**src/rtl/irq_agg_pkg.sv**
```systemverilog
// Package: shared types for the masked interrupt aggregator.
// Assumes: the clear-by-number command carries a 4-bit index field.
package irq_agg_pkg;

    localparam int unsigned CLR_IDX_W = 4;

    // Decoded clear-by-number command handed to the pending register
    typedef struct packed {
        logic                 vld;
        logic [CLR_IDX_W-1:0] idx;
    } clr_cmd_t;

endpackage

```
**src/rtl/irq_agg_pend.sv**
```systemverilog
// Module: pending register. It merges device set vectors, device clear
// vectors and a clear-by-number command. A set wins over any clear of the
// same bit in the same cycle.
// Assumes: synchronous active-low reset; index values >= N_SRC match no bit.
module irq_agg_pend
    import irq_agg_pkg::*;
#(
    parameter int unsigned N_SRC = 8
) (
    input  logic             clk,
    input  logic             rst_n,
    input  logic             set_vld,
    input  logic [N_SRC-1:0] set_vec,
    input  logic             dclr_vld,
    input  logic [N_SRC-1:0] dclr_vec,
    input  clr_cmd_t         cmd,
    output logic [N_SRC-1:0] pend_q,
    output logic [N_SRC-1:0] pend_d
);

    logic [N_SRC-1:0] num_hit;
    logic [N_SRC-1:0] set_eff;
    logic [N_SRC-1:0] drop_eff;

    // Decode the clear-by-number index into a one-hot drop vector
    for (genvar g = 0; g < N_SRC; g++) begin : g_dec
        assign num_hit[g] = cmd.vld && (32'(cmd.idx) == g);
    end

    // Gate the device vectors by their strobes
    always_comb begin
        set_eff  = set_vld  ? set_vec  : '0;
        drop_eff = (dclr_vld ? dclr_vec : '0) | num_hit;
        pend_d   = (pend_q & ~drop_eff) | set_eff;
    end

    // Hold the pending vector
    always_ff @(posedge clk) begin
        if (!rst_n) pend_q <= '0;
        else        pend_q <= pend_d;
    end

    AST_SET_STICKS: assert property (@(posedge clk) disable iff (!rst_n)
        set_vld |=> ((pend_q & $past(set_vec)) == $past(set_vec)));

    AST_NUM_DROPS: assert property (@(posedge clk) disable iff (!rst_n)
        cmd.vld |=> ((pend_q & $past(num_hit & ~set_eff)) == '0));

    AST_DEV_DROPS: assert property (@(posedge clk) disable iff (!rst_n)
        dclr_vld |=> ((pend_q & $past(dclr_vec & ~set_eff)) == '0));

endmodule

```
**src/rtl/irq_agg_mask.sv**
```systemverilog
// Module: mask storage. It keeps the inverse of the written mask as the
// enable vector, and keeps a separate auxiliary byte that feeds nothing
// downstream.
// Assumes: synchronous active-low reset; both registers reset to zero.
module irq_agg_mask #(
    parameter int unsigned N_SRC = 8
) (
    input  logic             clk,
    input  logic             rst_n,
    input  logic             mask_we,
    input  logic [N_SRC-1:0] mask_wdata,
    input  logic             aux_we,
    input  logic [N_SRC-1:0] aux_wdata,
    output logic [N_SRC-1:0] en_q,
    output logic [N_SRC-1:0] en_d
);

    logic [N_SRC-1:0] aux_q;
    logic             aux_unused;

    // Next enable: the inverse of the written mask on a write, else hold
    always_comb en_d = mask_we ? ~mask_wdata : en_q;

    // Hold the enable vector
    always_ff @(posedge clk) begin
        if (!rst_n) en_q <= '0;
        else        en_q <= en_d;
    end

    // Hold the auxiliary byte; it has no effect on the interrupt
    always_ff @(posedge clk) begin
        if (!rst_n)      aux_q <= '0;
        else if (aux_we) aux_q <= aux_wdata;
    end

    assign aux_unused = ^aux_q;

    AST_MASK_INV: assert property (@(posedge clk) disable iff (!rst_n)
        mask_we |=> (en_q == ~$past(mask_wdata)));

    AST_EN_HOLD: assert property (@(posedge clk) disable iff (!rst_n)
        !mask_we |=> $stable(en_q));

endmodule

```
**src/rtl/irq_agg_out.sv**
```systemverilog
// Module: output stage. It registers the level interrupt and produces
// one-cycle post and withdraw pulses when the level changes.
// Assumes: pend_d and en_d are the values stored at the same edge.
module irq_agg_out #(
    parameter int unsigned N_SRC = 8
) (
    input  logic             clk,
    input  logic             rst_n,
    input  logic [N_SRC-1:0] pend_d,
    input  logic [N_SRC-1:0] en_d,
    output logic             level_q,
    output logic             post_q,
    output logic             wdraw_q
);

    logic hit_d;

    // Any enabled pending source after this edge
    always_comb hit_d = |(pend_d & en_d);

    // Register the level and the edge pulses
    always_ff @(posedge clk) begin
        if (!rst_n) begin
            level_q <= 1'b0;
            post_q  <= 1'b0;
            wdraw_q <= 1'b0;
        end else begin
            level_q <= hit_d;
            post_q  <= hit_d & ~level_q;
            wdraw_q <= ~hit_d & level_q;
        end
    end

    AST_POST_ON_RISE: assert property (@(posedge clk) disable iff (!rst_n)
        post_q |-> (level_q && !$past(level_q)));

    AST_WDRAW_ON_FALL: assert property (@(posedge clk) disable iff (!rst_n)
        wdraw_q |-> (!level_q && $past(level_q)));

    AST_PULSE_EXCL: assert property (@(posedge clk) disable iff (!rst_n)
        !(post_q && wdraw_q));

endmodule

```
**src/rtl/irq_aggregator.sv**
```systemverilog
// Module: top of the masked interrupt aggregator. It decodes the
// clear-by-number write, wires the pending, mask and output stages, and
// zero-extends pending onto the status word.
// Assumes: STAT_W >= N_SRC; synchronous active-low reset.
module irq_aggregator
    import irq_agg_pkg::*;
#(
    parameter int unsigned N_SRC  = 8,
    parameter int unsigned STAT_W = 64
) (
    input  logic              clk,
    input  logic              rst_n,
    input  logic              mask_we,
    input  logic [N_SRC-1:0]  mask_wdata,
    input  logic              aux_mask_we,
    input  logic [N_SRC-1:0]  aux_mask_wdata,
    input  logic              clr_we,
    input  logic [7:0]        clr_wdata,
    input  logic              dev_set_vld,
    input  logic [N_SRC-1:0]  dev_set_vec,
    input  logic              dev_clr_vld,
    input  logic [N_SRC-1:0]  dev_clr_vec,
    output logic [STAT_W-1:0] stat_rdata,
    output logic              irq_level,
    output logic              post_pulse,
    output logic              withdraw_pulse
);

    clr_cmd_t         clr_cmd;
    logic [N_SRC-1:0] pend_q;
    logic [N_SRC-1:0] pend_d;
    logic [N_SRC-1:0] en_q;
    logic [N_SRC-1:0] en_d;
    logic [3:0]       clr_hi_unused;

    // Take the bit number from the low nibble; the upper nibble is ignored
    always_comb begin
        clr_cmd.vld = clr_we;
        clr_cmd.idx = clr_wdata[CLR_IDX_W-1:0];
    end
    assign clr_hi_unused = clr_wdata[7:4];

    irq_agg_pend #(.N_SRC(N_SRC)) u_pend (
        .clk      (clk),
        .rst_n    (rst_n),
        .set_vld  (dev_set_vld),
        .set_vec  (dev_set_vec),
        .dclr_vld (dev_clr_vld),
        .dclr_vec (dev_clr_vec),
        .cmd      (clr_cmd),
        .pend_q   (pend_q),
        .pend_d   (pend_d)
    );

    irq_agg_mask #(.N_SRC(N_SRC)) u_mask (
        .clk        (clk),
        .rst_n      (rst_n),
        .mask_we    (mask_we),
        .mask_wdata (mask_wdata),
        .aux_we     (aux_mask_we),
        .aux_wdata  (aux_mask_wdata),
        .en_q       (en_q),
        .en_d       (en_d)
    );

    irq_agg_out #(.N_SRC(N_SRC)) u_out (
        .clk     (clk),
        .rst_n   (rst_n),
        .pend_d  (pend_d),
        .en_d    (en_d),
        .level_q (irq_level),
        .post_q  (post_pulse),
        .wdraw_q (withdraw_pulse)
    );

    // Zero-extend pending onto the wide status word
    always_comb stat_rdata = STAT_W'(pend_q);

    AST_LEVEL_TRACKS: assert property (@(posedge clk) disable iff (!rst_n)
        irq_level == |(pend_q & en_q));

    AST_STAT_UPPER_ZERO: assert property (@(posedge clk) disable iff (!rst_n)
        stat_rdata[STAT_W-1:N_SRC] == '0);

endmodule

```
**config.mk**
```make
export PLATFORM = sky130hd
export DESIGN_NAME = irq_aggregator
export DESIGN_NICKNAME = d
export VERILOG_FILES = /design/src/rtl/irq_agg_pkg.sv /design/src/rtl/irq_agg_pend.sv /design/src/rtl/irq_agg_mask.sv /design/src/rtl/irq_agg_out.sv /design/src/rtl/irq_aggregator.sv
export SDC_FILE = /design/constraint.sdc
export NUM_CORES = 1
export LEC_CHECK = 0
export BUFFER_PORTS_ARGS = -buffer_cell sky130_fd_sc_hd__buf_2
export CORE_UTILIZATION = 39
export DETAILED_ROUTE_END_ITERATION = 8
export PLACE_DENSITY = 0.81
export SYNTH_ARGS = -nofsm -noshare
export SYNTH_HDL_FRONTEND = slang
export SYNTH_HIERARCHICAL = 1
export SYNTH_SLANG_ARGS = --single-unit
```
**constraint.sdc**
```tcl
create_clock -name clk -period 2 [get_ports clk]
set_input_delay 0.2 -clock clk [delete_from_list [all_inputs] [get_ports clk]]
set_output_delay 0.2 -clock clk [all_outputs]
set_load 0.05 [all_outputs]
```
# [Word level (Yosys, flattened, before mapping)]
# Index checks and enable logic that the tools add are counted.
[op_classes] div_mod_pow=0 n_shift=0 mux=3 eq_ne=7 order_cmp=0 bitwise_logic=10 reduce_logical=10 mul=0 addsub=0
[op_table] operator="$mux 8" count=3
[op_table] operator="$and 8x8->8" count=2
[op_table] operator="$eq 4x3->1 const B" count=4
[op_table] operator="$not 8->8" count=2
[op_table] operator="$or 8x8->8" count=2
[op_table] operator="$eq 4x2->1 const B" count=2
[op_table] operator="$logic_and 1x1->1" count=8
[op_table] operator="$reduce_or 8->1" count=1
[op_table] operator="$eq 4x1->1 const B" count=1
[op_table] operator="$logic_not 4->1" count=1
[op_table] operator="$and 1x1->1" count=2
[op_table] operator="$not 1->1" count=2
[totals] in_bits=47 ramBits=0 romBits=0 mem_count=0 out_inout_bits=67 latchBits=0 ff_bits=19

# [Logic depth before layout (Yosys ltp)]
[logic_depth] ltp_word=10 ltp_mapped=7 ltp_nobuf=6

# [Hierarchy]
# The synthesis kept the hierarchy.
[modules_own_cells] mod="irq_aggregator" area_per_inst_um2=424.2 n_inst=1 cells_per_inst=57
[modules_own_cells] mod="irq_agg_pend" area_per_inst_um2=422.9 n_inst=1 cells_per_inst=55
[modules_own_cells] mod="irq_agg_mask" area_per_inst_um2=406.6 n_inst=1 cells_per_inst=41
[modules_own_cells] mod="irq_agg_out" area_per_inst_um2=118.9 n_inst=1 cells_per_inst=11

# [Least setup slack after synthesis]
# Ideal clock, no wire load.
[synth_path] path_kind="reg-to-reg" from="register u_pend.pend_q[4]" to="register u_out.wdraw_q" stages_incl_launch_ff=6 slack_ns=0.489 t_required_ns=1.884 n_path_buf=0 arrival_time_ns=1.395 setup_time_ns=0.116 cell_sequence="dfxtp_1 > o311ai_0 > nand2_1 > a22oi_1 > and4_1 > and3_1"
[synth_between] elab_chain_len=6
[synth_rtl] item="from (decl)" line="irq_agg_pend.sv:17" source="output logic [N_SRC-1:0] pend_q,"
[synth_rtl] item="from (signal assigned)" line="irq_agg_pend.sv:40" source="else pend_q <= pend_d;"
[synth_rtl] item="$and 8x8->8" line="irq_agg_pend.sv:34" source="pend_d = (pend_q & ~drop_eff) | set_eff;"
[synth_rtl] item="$or 8x8->8" line="irq_agg_pend.sv:34"
[synth_rtl] item="via pend_d[4]" line="irq_aggregator.sv:31" source="logic [N_SRC-1:0] pend_d;"
[synth_rtl] item="$and 8x8->8" line="irq_agg_out.sv:19" source="always_comb hit_d = |(pend_d & en_d);"
[synth_rtl] item="$reduce_or 8->1" line="irq_agg_out.sv:19"
[synth_rtl] item="$not 1->1" line="irq_agg_out.sv:30" source="wdraw_q <= ~hit_d & level_q;"
[synth_rtl] item="$and 1x1->1" line="irq_agg_out.sv:30"
[synth_rtl] item="to (signal assigned)" line="irq_agg_out.sv:30"
[synth_rtl] item="to (decl)" line="irq_agg_out.sv:13" source="output logic wdraw_q"
# The timed path passes the listed nets, and every way through them passes these cells.
# A chain may end at the register's enable or synchronous reset.

# [Worst setup path in the final report]
[layout_path] from="input clr_wdata[3]" to="register u_out.wdraw_q"
[layout_between] elab_chain_len=10 elab_cells_between_ends=24 cone_classes="eq/ne (7); bitwise (7); reduce/logical (10)"
[layout_rtl] item="from (decl)" line="irq_aggregator.sv:18" source="input logic [7:0] clr_wdata,"
[layout_rtl] item="$logic_not 4->1" line="irq_agg_pend.sv:27" source="assign num_hit[g] = cmd.vld && (32'(cmd.idx) == g);"
[layout_rtl] item="$logic_and 1x1->1" line="irq_agg_pend.sv:27"
[layout_rtl] item="$or 8x8->8" line="irq_agg_pend.sv:33" source="drop_eff = (dclr_vld ? dclr_vec : '0) | num_hit;"
[layout_rtl] item="$not 8->8" line="irq_agg_pend.sv:34"
[layout_rtl] item="$and 8x8->8" line="irq_agg_pend.sv:34"
[layout_rtl] item="$or 8x8->8" line="irq_agg_pend.sv:34"
[layout_rtl] item="via pend_d[0]" line="irq_aggregator.sv:31"
[layout_rtl] item="$and 8x8->8" line="irq_agg_out.sv:19"
[layout_rtl] item="$reduce_or 8->1" line="irq_agg_out.sv:19"
[layout_rtl] item="$not 1->1" line="irq_agg_out.sv:30"
[layout_rtl] item="$and 1x1->1" line="irq_agg_out.sv:30"
# The timed path passes the listed nets, and every way through them passes these cells.

==> impl_metrics.env <==
export IMPL_grt_met2_usage_pct=22.2
export IMPL_ant_nets=0
export IMPL_synthesis_yosys_warnings=6
export IMPL_synth_yosys_seq_area_share_pct=27.7
export IMPL_chipWidth_um=61.3
export IMPL_num_vias=978
export IMPL_fin_crit_sh_pct=72.5
export IMPL_clk_pin_slew_worst_paths_ps=100
export IMPL_synth_ff_latch_count=19
export IMPL_gr_usage_met1_pct=14.4
export IMPL_worst_hold_path_num_cells=3
export IMPL_gr_usage_all_layers_pct=12.0
export IMPL_tritoncts_clock_tree="done"
export IMPL_final_max_slew_viol_count=0
export IMPL_area_growth_syn_to_layout_pct=5.74
export IMPL_netlist_cell_type_count=22
export IMPL_top_level_ports=114
export IMPL_grt_busiest_layer="met2"
export IMPL_layout_nets=257
export IMPL_insertedDiodeCount=0
export IMPL_synthDominantCellAreaShare_pct=30.6
export IMPL_cts_hold_fix_bufs=0
export IMPL_hpwl_mm=1.90
export IMPL_report_final_hold_viol_count=0
export IMPL_path_cells="buf_2 -> or3b_4 -> o311ai_2 -> nand2_1 -> a22oi_1 -> and4_1 -> and3_1"
export IMPL_finalWeightedCongestion=0.683
export IMPL_timing_critical_path_slowest_stage_cell="or3b_4"
export IMPL_worst_hold_path_class="in2reg"
export IMPL_grt_util_met3_pct=1.89
export IMPL_crit_path_start_kind="input port"
export IMPL_timing_critical_path_to_type="flip-flop"
export IMPL_setup_tns_ps=0
export IMPL_cts_buffers=3
export IMPL_grt_pass1_vias=815
export IMPL_drt_first_iter_violations=21
export IMPL_static_leakage_power_nw=0.790
export IMPL_synth_most_common_cell="buf_4"
export IMPL_syn_mean_instance_area_um2=8.37
export IMPL_final_setup_skew_ps=0.800
export IMPL_numPlacedInstances=251
export IMPL_powerDensity_nw_per_um2=712
export IMPL_r2r_worst_path_cells=5
export IMPL_antenna_found_initial=0
export IMPL_vdd_ir_drop_max_mv=0.241
export IMPL_post_synth_most_frequent_cells="buf_4, nand2_1, dfxtp_1, nand2b_1, a21boi_0"
export IMPL_core_area_um2=3360
export IMPL_critical_path_class="in2reg"
export IMPL_dr_pass1_iters=6
export IMPL_finish_cell_count_without_fillers=255
export IMPL_num_fill_cells=377
export IMPL_clk_root_buffer_cell="clkbuf_4"
export IMPL_post_cts_resized_instances=0
export IMPL_placement_rows=21
export IMPL_worstSkewPairLatency_ps=290
export IMPL_yosysTopAreaCell="buf_4"
export IMPL_ctsHtreeMaxLevel=1
export IMPL_total_grt_overflow=0
export IMPL_fin_crit_ps=1450
export IMPL_postRouteWirelength_mm=2.23
export IMPL_yosys_most_used_dff="dfxtp_1"
export IMPL_grt_pass1_wl_mm=3.34
export IMPL_max_clock_path_buffers=2
export IMPL_finalSetupViolations=0
export IMPL_rsz0062_at_grt="no"
export IMPL_critical_path_max_fanout=4
export IMPL_syn_cell_area_um2=1370
export IMPL_vias_per_cell=3.84
export IMPL_tritoncts_num_sinks=19
export IMPL_post_cts_buffers=0
export IMPL_critical_path_cell_count=7
export IMPL_floorplan_initialDensity_pct=40.8
export IMPL_syn_instance_count=164
export IMPL_cap_viol_max_count=0
export IMPL_detail_route_wl_per_cell_um=8.73
export IMPL_synth_edff_count=0
export IMPL_drt_drc_violations_left=0
export IMPL_run_status="complete, no violations"
export IMPL_max_stage_delay_ps=420
export IMPL_cp_num_buf_inv=1
export IMPL_synth_async_sr_flop_share_pct=0
export IMPL_top_cells_by_area_synth="buf_4, dfxtp_1, nand2_1"
export IMPL_cp_data_arrival_time_ps=1690
export IMPL_maximum_number_of_pins_on_one_net_before_global_route_repair=20
export IMPL_critPathTopFamily="simple AND/OR/NAND/NOR gates"
export IMPL_fmax_mhz=689
export IMPL_die_h_um=61.3
export IMPL_worst_endpoint_required_ps=2240
export IMPL_dieArea_um2=3760
export IMPL_drive_gt1_share_pct=27.8
export IMPL_io_buffer_count=44
[cells in the final DEF (no fill, tap or decap)]
master    instances
conb_1           56
buf_2            44
nand2_1          33
dfxtp_1          19
nand2b_1         10
a21boi_0          7
or2b_1            6
a21boi_2          6
o211ai_1          6
a22oi_1           4
clkbuf_4          3
a21boi_1          3
nand2b_4          2
clkbuf_1          1
and4_1            1
nor2b_1           1
nor3b_1           1
and3_1            1
nand3b_1          1
o311ai_0          1
or3b_4            1
o311ai_2          1
buf_4             1
[worst reg2reg max path: stages (launching register included)]
cell	delay, ps
dfxtp_1	340
o311ai_0	180
nand2_1	120
a22oi_1	70
and4_1	230
and3_1	180
[flip-flops by register name, indices dropped and copies added, names as in the netlist]
signal,flops
u_pend/pend_q,8
u_out/post_q,1
u_out/level_q,1
u_out/wdraw_q,1
u_mask/en_q,8
[logic make-up (layout without fill, tap and decap cells)]
logic type | after synthesis | count (layout) | synth area share [%]
and+or+nand+nor | 57 | 57 | 22.3
other | 1 | 56 | 0.273
buffers and inverters | 59 | 49 | 32.0
AOI/OAI and AO/OA | 28 | 28 | 17.7
DFF | 19 | 19 | 27.7
[path summary, 6_finish.rpt]
| check | slack, ps | end | startpoint |
|---|---|---|---|
| max | 550 | u_out/wdraw_q$_SDFF_PN0_ | clr_wdata[3] |
| min | 180 | u_mask/en_q[6]$_SDFF_PN0_ | mask_wdata[6] |
| max reg2reg | 790 | u_out/wdraw_q$_SDFF_PN0_ | u_pend/pend_q[4]$_SDFF_PN0_ |
| min reg2reg | 440 | u_out/post_q$_SDFF_PN0_ | u_out/level_q$_SDFF_PN0_ |
[report_power, final]
| part | total [mW] | internal (mW) | switching [mW] |
|---|---|---|---|
| Combinational | 0.432 | 0.0785 | 0.353 |
| Clock | 0.189 | 0.0774 | 0.111 |
| Sequential | 0.414 | 0.403 | 0.0102 |
[per-layer routing]
metal / routed length (um) / part of all wire [%]
met3: 140 / 6.3
met4: 0 / 0
met1: 1010 / 46
met2: 1070 / 48
met5: 0 / 0
[layout make-up]
cell class	count	area, um2	area share (%)
Tap cell	46	57.6	3.97
Clock buffer	4	26.3	1.81
Sequential cell	19	380	26.2
Timing Repair Buffer	45	228	15.7
Multi-Input combinational cell	141	759	52.3
[metrics by stage]
stage | util, % | power, mW | setup WS, ps | cell area, um2 | hold slack [ps]
after floorplan | - | 0.873 | 489 | 1580 | 328
after global placement | 42.4 | 0.853 | 216 | 1430 | 420
after detailed placement | 42.4 | 0.855 | 222 | 1430 | 427
after CTS | 43.2 | 1.05 | 523 | 1450 | 167
after global routing | 43.2 | 1.09 | 436 | 1450 | 163
final | 43.2 | 1.03 | 549 | 1450 | 180
Power figures use the tool's default switching activity.
